## config.mk

```make
export PLATFORM = sky130hd
export DESIGN_NAME = pkt_stamp_latch
export DESIGN_NICKNAME = d
export VERILOG_FILES = /design/src/rtl/pkt_stamp_latch.sv
export SDC_FILE = /design/constraint.sdc
export NUM_CORES = 1
export LEC_CHECK = 0
export BUFFER_PORTS_ARGS = -buffer_cell sky130_fd_sc_hd__buf_4
export CAP_MARGIN = 20
export CORE_AREA = 2 2 180 182
export DETAILED_ROUTE_END_ITERATION = 16
export DIE_AREA = 0 0 182 184
export HOLD_SLACK_MARGIN = 0.1
export PLACE_DENSITY = 0.49
export SYNTH_ARGS = -nofsm -noshare
export SYNTH_HDL_FRONTEND = slang
export SYNTH_SLANG_ARGS = --single-unit
```

## constraint.sdc

```tcl
create_clock -name clk -period 5.25 [get_ports clk]
set_input_delay 1.3125 -clock clk [delete_from_list [all_inputs] [get_ports clk]]
set_output_delay 1.3125 -clock clk [all_outputs]
set_load 0.1 [all_outputs]
```

## src/rtl/pkt_stamp_latch.sv

```systemverilog
module pkt_stamp_latch #(
  parameter int TW = 64,
  parameter int DW = 32,
  parameter int AW = 3,
  parameter int PW = 16,
  parameter int MW = 8
) (
  input  logic          clk,
  input  logic          rst_n,
  input  logic [TW-1:0] time_now,
  input  logic          tx_evt,
  input  logic          rx_evt,
  input  logic          rx_v2,
  input  logic          rx_is_udp,
  input  logic [PW-1:0] rx_udp_port,
  input  logic          rx_is_l2,
  input  logic [15:0]   rx_ethertype,
  input  logic [MW-1:0] rx_msg_type,
  input  logic          reg_wr,
  input  logic          reg_rd,
  input  logic [AW-1:0] reg_addr,
  input  logic [DW-1:0] reg_wdata,
  output logic [DW-1:0] reg_rdata
);
  localparam logic [AW-1:0] A_TXC = 0, A_RXC = 1, A_TXL = 2, A_TXH = 3,
                            A_RXL = 4, A_RXH = 5, A_MAT = 6, A_ETF = 7;

  logic          tx_en, tx_valid, tx_ovr;
  logic          rx_en, rx_valid, rx_ovr;
  logic [1:0]    rx_mode;
  logic [TW-1:0] tx_stamp, rx_stamp;
  logic [DW-1:0] match_q, etf_q;

  wire wr_txc = reg_wr && reg_addr == A_TXC;
  wire wr_rxc = reg_wr && reg_addr == A_RXC;
  wire rd_txh = reg_rd && reg_addr == A_TXH;
  wire rd_rxh = reg_rd && reg_addr == A_RXH;

  wire port_hit = rx_is_udp && rx_udp_port == match_q[DW-1:DW-PW];
  wire l2_hit   = rx_is_l2 && etf_q[DW-1] && etf_q[DW-2] && rx_ethertype == etf_q[15:0];
  wire v1_hit   = rx_mode == 2'b00 && !rx_v2 && port_hit && rx_msg_type == match_q[MW-1:0];
  wire v2_hit   = rx_mode == 2'b10 && rx_v2 && rx_msg_type[MW-1:2] == '0 && (port_hit || l2_hit);

  wire tx_q = tx_evt && tx_en;
  wire rx_q = rx_evt && rx_en && (v1_hit || v2_hit);

  always_ff @(posedge clk) begin
    if (!rst_n) begin
      tx_en <= 1'b0; tx_valid <= 1'b0; tx_ovr <= 1'b0; tx_stamp <= '0;
    end else begin
      if (wr_txc) tx_en <= reg_wdata[4];
      if (wr_txc && !reg_wdata[4]) tx_valid <= 1'b0;
      else if (rd_txh) tx_valid <= 1'b0;
      else if (tx_q && !tx_valid) begin
        tx_valid <= 1'b1;
        tx_stamp <= time_now;
      end
      if (tx_q && tx_valid) tx_ovr <= 1'b1;
      else if (wr_txc && reg_wdata[8]) tx_ovr <= 1'b0;
    end
  end

  always_ff @(posedge clk) begin
    if (!rst_n) begin
      rx_en <= 1'b0; rx_valid <= 1'b0; rx_ovr <= 1'b0; rx_stamp <= '0;
      rx_mode <= 2'b00;
    end else begin
      if (wr_rxc) begin
        rx_en   <= reg_wdata[4];
        rx_mode <= reg_wdata[2:1];
      end
      if (wr_rxc && !reg_wdata[4]) rx_valid <= 1'b0;
      else if (rd_rxh) rx_valid <= 1'b0;
      else if (rx_q && !rx_valid) begin
        rx_valid <= 1'b1;
        rx_stamp <= time_now;
      end
      if (rx_q && rx_valid) rx_ovr <= 1'b1;
      else if (wr_rxc && reg_wdata[8]) rx_ovr <= 1'b0;
    end
  end

  always_ff @(posedge clk) begin
    if (!rst_n) begin
      match_q <= '0;
      etf_q   <= '0;
    end else if (reg_wr) begin
      if (reg_addr == A_MAT) match_q <= reg_wdata;
      if (reg_addr == A_ETF) etf_q   <= reg_wdata;
    end
  end

  always_comb begin
    reg_rdata = '0;
    case (reg_addr)
      A_TXC: begin
        reg_rdata[0] = tx_valid; reg_rdata[4] = tx_en; reg_rdata[8] = tx_ovr;
      end
      A_RXC: begin
        reg_rdata[0] = rx_valid; reg_rdata[2:1] = rx_mode;
        reg_rdata[4] = rx_en;    reg_rdata[8] = rx_ovr;
      end
      A_TXL: reg_rdata = tx_stamp[DW-1:0];
      A_TXH: reg_rdata = tx_stamp[TW-1:DW];
      A_RXL: reg_rdata = rx_stamp[DW-1:0];
      A_RXH: reg_rdata = rx_stamp[TW-1:DW];
      A_MAT: reg_rdata = match_q;
      default: reg_rdata = etf_q;
    endcase
  end
endmodule


```

## Yosys cells after proc, flatten, opt, wreduce, memory -nomap -nowiden

Cells that the tools add are included.

- Input port bits: 148
- Register bits: 200
- Logic and storage cells: 81

- Equal/unequal tests: 11
- Bitwise gates (word level): 5
- Reduce and logical (&&, ||, !) cells: 43
- Multiplexer cells: 11

Operator list:

| cell | number |
|---|---|
| case mux 23 bit (6 select lines) | 1 |
| equality test 16 bit | 2 |
| logical AND 1 bit | 25 |
| case mux 1 bit (7 select lines) | 3 |
| case mux 3 bit (6 select lines) | 1 |
| case mux 2 bit (7 select lines) | 1 |
| equality test 3 bit (second input constant) | 4 |
| equality test 8 bit | 1 |
| equality test 3 x 2 -> 1 bit (second input constant) | 2 |
| zero test 6 bit | 1 |
| case mux 1 bit (6 select lines) | 1 |
| AND reduction 3 bit | 2 |
| OR reduction 3 bit | 2 |
| inverter 1 bit | 5 |
| zero test 1 bit | 4 |
| 2-to-1 mux 1 bit | 4 |
| AND reduction 2 bit | 2 |
| nonzero test 2 bit | 2 |
| equality test 3 x 1 -> 1 bit (second input constant) | 1 |
| zero test 3 bit | 1 |
| equality test 2 bit (second input constant) | 1 |
| zero test 2 bit | 1 |
| logical OR 1 bit | 2 |
| OR reduction 2 bit | 1 |

## Depth between registers and ports, before layout

Gate-level depths: netlist of run 1.

- Word-level depth: 9
- Depth in mapped cells: 9
- Depth with buffers taken out: 6

## Worst setup path before layout of run 1

No wires, ideal clock.

- Path kind: input to output
- From: input port reg_addr[2]
- To: output port reg_rdata[0]
- Cell stages on the path: 5
- Data arrival time: 4.428 ns
- Slack: -0.490 ns
- Buffers on the path: 3
- Cell sequence: buf_2 clkbuf_1 clkbuf_1 o22ai_1 a211oi_1

- Longest elaborated chain between the ends: 2
- Elaborated cells between the ends (all ways): 8
- Those cells by class: eq/ne: 6; mux: 1; reduce/logical: 1

RTL lines:

| element | line | RTL |
|---|---|---|
| from (decl) | 21 | `input logic [AW-1:0] reg_addr,` |
| equality test 3 bit, or another cell as far along | 95 | `case (reg_addr)` |
| case mux 1 bit (7 select lines) (*) | 95 |  |
| to (decl) | 23 | `output logic [DW-1:0] reg_rdata` |

Every way passes the cells marked *; elsewhere a longest branch is shown, timed or not.

## Final worst setup path of run 1

- From: input port reg_addr[0]
- To: output port reg_rdata[12]

- Longest elaborated chain between the ends: 3
- Elaborated cells between the ends (all ways): 9
- Those cells by class: eq/ne: 6; mux: 1; reduce/logical: 2

RTL lines:

| element | line |
|---|---|
| equality test 3 x 1 -> 1 bit or zero test 3 bit (tied branches) | 95 |
| OR reduction 2 bit (no line) | -- |
| case mux 23 bit (6 select lines) (*) | 95 |

Marked as above.

==> reports/summary.txt, run 1 <==
Via count - 9171
Commonest non-fill, non-tap cell in the layout - nand2_1
Comb power frac - 0.117
Pins Over Slew Limit - 0
Post-synth ARST share - 0
Htree depth - 4
CP peak stage delay - 0.45 ns
Flops & latches, synth - 200
Final setup TNS - 0 ns
Routed vias/inst - 5.34
Post-DP HPWL - 25.4 mm
IO Port Bufs - 179
Post-synth EDFFs - 0
Fmax - 0.211 GHz
Post-CTS resize count - 0
Part of the power in registers - 0.463
Clock Tree Buf Depth - 2
Initial antenna violation count - 0
Iter 0 DRT Violations - 1030
Relative max-transition margin - 0.389
Final Cycle Share - 0.902
Synth Cell Area - 9340 um^2
Internal - 2.40 mW
FILL cells - 3293
Cell Pwr Density - 290 nW/um^2
Dpl cells - 1684
Routed len/inst - 21.1 um
Kind of cell adding the most delay to the critical path - simple AND/OR/NAND/NOR gates
Net Sw Frac - 0.281
Num CTS Buffers - 17
DIE AREA - 33500 um^2
First-pass GRT wire length - 53.4 mm
Setup Skew - 0.0127 ns
I/O pin cnt - 180
DRC errors left - 0
Worst-Margin Slew - 0.916 ns
ANT cells - 0
Final hold vios - 0
Post-Syn Instances - 1192
CP cell instances - buf_4 > nor2_1 > and2_1 > nand2_1 > o21ai_0 > a221oi_1 > a21oi_1 > buf_4
Final nets - 1449
TritonCTS sink count - 200
Avg Cell Area, Syn - 7.84 um^2
Clock share of power - 0.420
Critical path class - input pin to output port
Final Non-Filler Cells - 1716
Netlist cell types - 45
Bufs and invs on worst path - 2
Root Driver - clkbuf_16
Fin util - 0.367
Crit start category - input pin
Post-CTS Setup Bufs - 0
Clock slew at reported path FFs - 0.07 ns
Status - completed
Hold WS - 0.454 ns
Required time worst endpoint - 3.94 ns
CP Capture Type - output port
Overflow after GRT - 0
CTS tree - done
Setup violations, final - 0
RSZ-0062 raised after global routing - no
Min Tclk post-route - 4.74 ns
Ys Warns - 0
Max Cap Viol - 0
Synth Flop Type - dfxtp_1
Total power - 3.34 mW
CORE AREA - 31400 um^2
Worst path slowest cell - a221oi_1
Router iterations before antenna repair - 7
Seq/Total Area, Yosys - 0.429
Maximum VDD drop - 0.000233 V
ANT nets after route - 0
Layout Area Growth over Synthesis - 23.3%
GRT Total Usage - 0.210
Die width - 182 um
Hold buffer count at cts - 0
Row Count - 65
Most frequent CP cell - buf_4
Initial cell density of the core - 0.298
Most frequent cells in the layout - 285 x nand2_1, 224 x a21oi_1, 200 x dfxtp_1, 198 x buf_4, 70 x nand4_1
Number of global-route vias before repair - 8403
Arr. time, crit path - 3.42 ns
Die H - 184 um
Pin count of the biggest net entering global routing - 115
Share of cells above drive strength 1 - 0.203
GPL Wtd Cong - 0.885
Hold Crit Class - flop to flop
Clock latency on the worst-skew pair - 0.44 ns
Leak pwr - 4.11 nW
CP max FO - 42
Net switching power - 938 uW
WL final - 36.2 mm
Post-Syn Nets - 1340
-- synth_stat cells, types with 2 or more instances --
cell,instances,share of area
mux4_2,3,0.0072
nand3_1,8,0.0043
a22o_1,5,0.0047
buf_2,24,0.013
mux2_2,20,0.024
nor4_1,7,0.0047
nand2_1,285,0.11
clkbuf_1,57,0.023
and2_1,4,0.0027
nor3_1,5,0.0027
nor2_1,32,0.013
a221oi_1,25,0.023
nor2b_1,7,0.0047
mux2i_1,22,0.024
nand4_1,70,0.047
o21ai_1,64,0.034
o31ai_1,2,0.0016
a222oi_1,4,0.0043
xnor2_1,10,0.0094
xor2_1,30,0.028
a31oi_1,3,0.0020
o22a_1,2,0.0019
buf_6,11,0.013
inv_1,4,0.0016
and3_1,2,0.0013
a32o_1,2,0.0021
a32oi_1,2,0.0019
a21oi_1,224,0.12
dfxtp_1,200,0.43
o21ai_0,22,0.012
buf_1,13,0.0052
a22oi_1,6,0.0048
buf_4,5,0.0040
-- layer usage --
metal  share of wire  track usage  up-vias
met5               0            0        -
met4           0.015       0.0516        0
met3           0.078       0.0353       38
met2            0.41        0.291      390
met1            0.50        0.331     4317
li1                -            -     4426
-- kinds of logic (layout without fill, tap and decap cells) --
group                  after synthesis  count (layout)  synth area share
buffers and inverters              114             236            0.0599
multiplexers                        45              45            0.0549
AND/OR/NAND/NOR                    428             428             0.202
AO/OA/AOI/OAI                      365             365             0.217
flip-flops                         200             200             0.429
XOR/XNOR                            40              40            0.0375
-- power by group through the flow --
stage                     clock network (mW)  logic (mW)  registers, mW
after floorplan                            0       0.215           1.57
after global placement                     0       0.392           1.58
after detailed placement                   0       0.393           1.58
after CTS                               1.43       0.394           1.55
after global routing                    1.49       0.415           1.55
final                                   1.40       0.392           1.55
-- worst min-delay path, stage by stage, from the launching register on --
cell and delay (ns):
dfxtp_1 0.31, nand2_1 0.05, a21oi_1 0.05
-- worst paths after layout --
| kind | startpoint | end | slack, ns | cells after the start |
|---|---|---|---|---|
| max reg2reg | etf_q[15] | rx_stamp[43] | 2.58 | 7 |
| min | tx_stamp[43] | tx_stamp[43] | 0.45 | 2 |
| max | reg_addr[0] | reg_rdata[12] | 0.51 | 8 |
| min reg2reg | tx_stamp[43] | tx_stamp[43] | 0.45 | 2 |
-- through the flow --
| stage | area, um^2 | setup slack [ns] |
|---|---|---|
| after detailed placement | 10900 | 0.520 |
| after floorplan | 9350 | 0.0143 |
| after CTS | 11500 | 0.504 |
| after global routing | 11500 | 0.343 |
| after global placement | 10900 | 0.543 |
| final | 11500 | 0.513 |
-- cell type report --
cell class / instances / area, um^2 / area share
Multi-Input combinational cell: 878 / 4830 / 0.420
Sequential cell: 200 / 4000 / 0.348
Timing Repair Buffer: 200 / 1530 / 0.133
Tap cell: 402 / 503 / 0.0437
Clock buffer: 17 / 425 / 0.0369
Clock inverter: 15 / 203 / 0.0176
Inverter: 4 / 20.0 / 0.00174
-- sequential cells by signal, indices dropped and copies added, names as in the netlist, 2 cells and up --
signal / flops
rx_stamp: 64
rx_mode: 2
etf_q: 32
tx_stamp: 64
match_q: 32
No activity file was read; power rests on OpenSTA's default activity.
==> run 2: changes to the inputs <==
--- a/config.mk
+++ b/config.mk
@@ -7,11 +7,11 @@
 export LEC_CHECK = 0
 export BUFFER_PORTS_ARGS = -buffer_cell sky130_fd_sc_hd__buf_4
 export CAP_MARGIN = 20
-export CORE_AREA = 2 2 180 182
+export CORE_AREA = 2 2 140 142
 export DETAILED_ROUTE_END_ITERATION = 16
-export DIE_AREA = 0 0 182 184
+export DIE_AREA = 0 0 142 144
 export HOLD_SLACK_MARGIN = 0.1
-export PLACE_DENSITY = 0.49
+export PLACE_DENSITY = 0.74
 export SYNTH_ARGS = -nofsm -noshare
 export SYNTH_HDL_FRONTEND = slang
 export SYNTH_SLANG_ARGS = --single-unit
==> reports/summary.txt, run 2 (synthesis gave the netlist of run 1 again) <==
Root Driver - clkbuf_16
Hold Crit Class - flop to flop
Routed vias/inst - 6.07 (+14%)
First-pass GRT wire length - 47.1 mm (-12%)
Worst-Margin Slew - 1.00 ns (+0.0833 ns)
Crit start category - input pin
CTS tree - done
CP peak stage delay - 0.41 ns (-0.04 ns)
Initial cell density of the core - 0.490 (+0.192)
Most frequent cells in the layout - 285 x nand2_1, 224 x a21oi_1, 203 x buf_4, 200 x dfxtp_1, 70 x nand4_1
CP cell instances - buf_4 > buf_4 > mux2i_1 > o21ai_0 > a221oi_1 > a21oi_1 > buf_4
Die H - 144 um (-22%)
Final hold vios - 0 (unchanged)
Final setup TNS - 0 ns (unchanged)
RSZ-0062 raised after global routing - no
Leak pwr - 4.08 nW (-0.56%)
DRC errors left - 0 (unchanged)
IO Port Bufs - 179 (unchanged)
Maximum VDD drop - 0.000236 V (+1.1%)
Relative max-transition margin - 0.334 (-0.0555)
Layout Area Growth over Synthesis - 20.7%
Routed len/inst - 20.1 um (-4.8%)
Post-CTS resize count - 0 (unchanged)
Router iterations before antenna repair - 6 (-1)
Share of cells above drive strength 1 - 0.203 (about the same)
Number of global-route vias before repair - 8295 (-1.3%)
Pin count of the biggest net entering global routing - 122 (+6.1%)
Setup violations, final - 0 (unchanged)
Arr. time, crit path - 3.30 ns (-0.12 ns)
Post-DP HPWL - 21.3 mm (-16%)
WL final - 31.2 mm (-14%)
Post-CTS Setup Bufs - 0 (unchanged)
Status - completed
Clock Tree Buf Depth - 2 (unchanged)
CP max FO - 40 (-4.8%)
GRT Total Usage - 0.299 (+0.0885)
Num CTS Buffers - 17 (unchanged)
Max Cap Viol - 0 (unchanged)
Met3 wire length - 3.49 mm (+24%)
Overflow after GRT - 0 (unchanged)
I/O pin cnt - 180 (unchanged)
Met2 WL - 13.4 mm (-9.4%)
Final Cycle Share - 0.878 (-0.0246)
Pins Over Slew Limit - 0 (unchanged)
Htree depth - 4 (unchanged)
Hold WS - 0.460 ns (+0.00557 ns)
Commonest non-fill, non-tap cell in the layout - nand2_1
CORE AREA - 19100 um^2 (-39%)
Critical path class - input pin to output port
Fmax - 0.217 GHz (+2.8%)
Most frequent CP cell - buf_4
Final nets - 1453 (+0.28%)
Setup Skew - 0.00857 ns (-0.00408 ns)
Hold buffer count at cts - 0 (unchanged)
ANT cells - 0 (unchanged)
Required time worst endpoint - 3.94 ns (about the same)
Via count - 9449 (+3.0%)
Initial antenna violation count - 0 (unchanged)
Wl on met1 - 13.9 mm (-23%)
CP Capture Type - output port
Top Registers - rx_stamp (64), tx_stamp (64)
TritonCTS sink count - 200 (unchanged)
Highest routed layer - met4
ANT nets after route - 0 (unchanged)
Cell Pwr Density - 288 nW/um^2 (-0.73%)
GPL Wtd Cong - 0.945 (+6.8%)
DIE AREA - 20400 um^2 (-39%)
Clock slew at reported path FFs - 0.07 ns (about the same)
FILL cells - 1729 (-47%)
Min Tclk post-route - 4.61 ns (-0.129 ns)
Iter 0 DRT Violations - 1178 (+14%)
Row Count - 51 (-22%)
Worst path slowest cell - buf_4
Die width - 142 um (-22%)
Clock latency on the worst-skew pair - 0.44 ns (about the same)
-- run 2: cell count changes in the layout (fill, tap and decap cells not counted) --
cell / delta
clkbuf_1: +2
clkinv_4: +1
clkinv_8: -3
nand2_4: -1
buf_12: -1
inv_8: -3
nand2_2: +1
clkbuf_8: +1
inv_6: -2
buf_4: +5
clkinvlp_4: +4
nand3_2: -1
nand3_1: +1
-- run 2: worst paths after layout --
| kind | from | endpoint | slack, ns | cells after the start |
|---|---|---|---|---|
| setup / recovery | reg_addr[0] | reg_rdata[29] | 0.64 | 7 |
| hold / removal | tx_stamp[56] | tx_stamp[56] | 0.46 | 2 |
| setup reg to reg | etf_q[15] | rx_stamp[10] | 2.50 | 7 |
| hold reg to reg | tx_stamp[56] | tx_stamp[56] | 0.46 | 2 |
-- run 2: layer usage --
| metal | up-vias | track usage |
|---|---|---|
| li1 | 4424 | - |
| met1 | 4419 | 0.456 |
| met5 | - | 0 |
| met2 | 572 | 0.437 |
| met3 | 34 | 0.0520 |
| met4 | 0 | 0.0711 |
-- run 2: layout make-up --
cell class | count | area (um^2) | share of cell area
timing repair buffer | 204 | 1540 | 0.137
tap | 238 | 298 | 0.0264
multi-input combinational | 878 | 4820 | 0.428
inverter | 4 | 20.0 | 0.00178
sequential | 200 | 4000 | 0.355
clock buffer | 20 | 447 | 0.0396
clock inverter | 12 | 141 | 0.0125
-- run 2: worst max-delay path: cells and delay by family --
kind / cells / cell delay, ns
buffers and inverters: 3 / 1.07
AO/OA/AOI/OAI: 3 / 0.64
multiplexers: 1 / 0.23
-- run 2: power by group --
group	leakage, nW	internal (mW)	switching, mW
clock	0.270	0.721	0.598
combinational	2.20	0.135	0.247
sequential	1.61	1.53	0.0149
-- run 2: metrics by stage --
step	instance area, um^2	cells	power [mW]	utilization	worst slack (ns)
after floorplan	9350	1192	1.79	-	0.0143
after global placement	10700	1524	1.96	0.560	0.752
after detailed placement	10700	1524	1.96	0.560	0.738
after CTS	11300	1556	3.25	0.591	0.727
after global routing	11300	1556	3.33	0.591	0.485
final	11300	1556	3.25	0.591	0.642
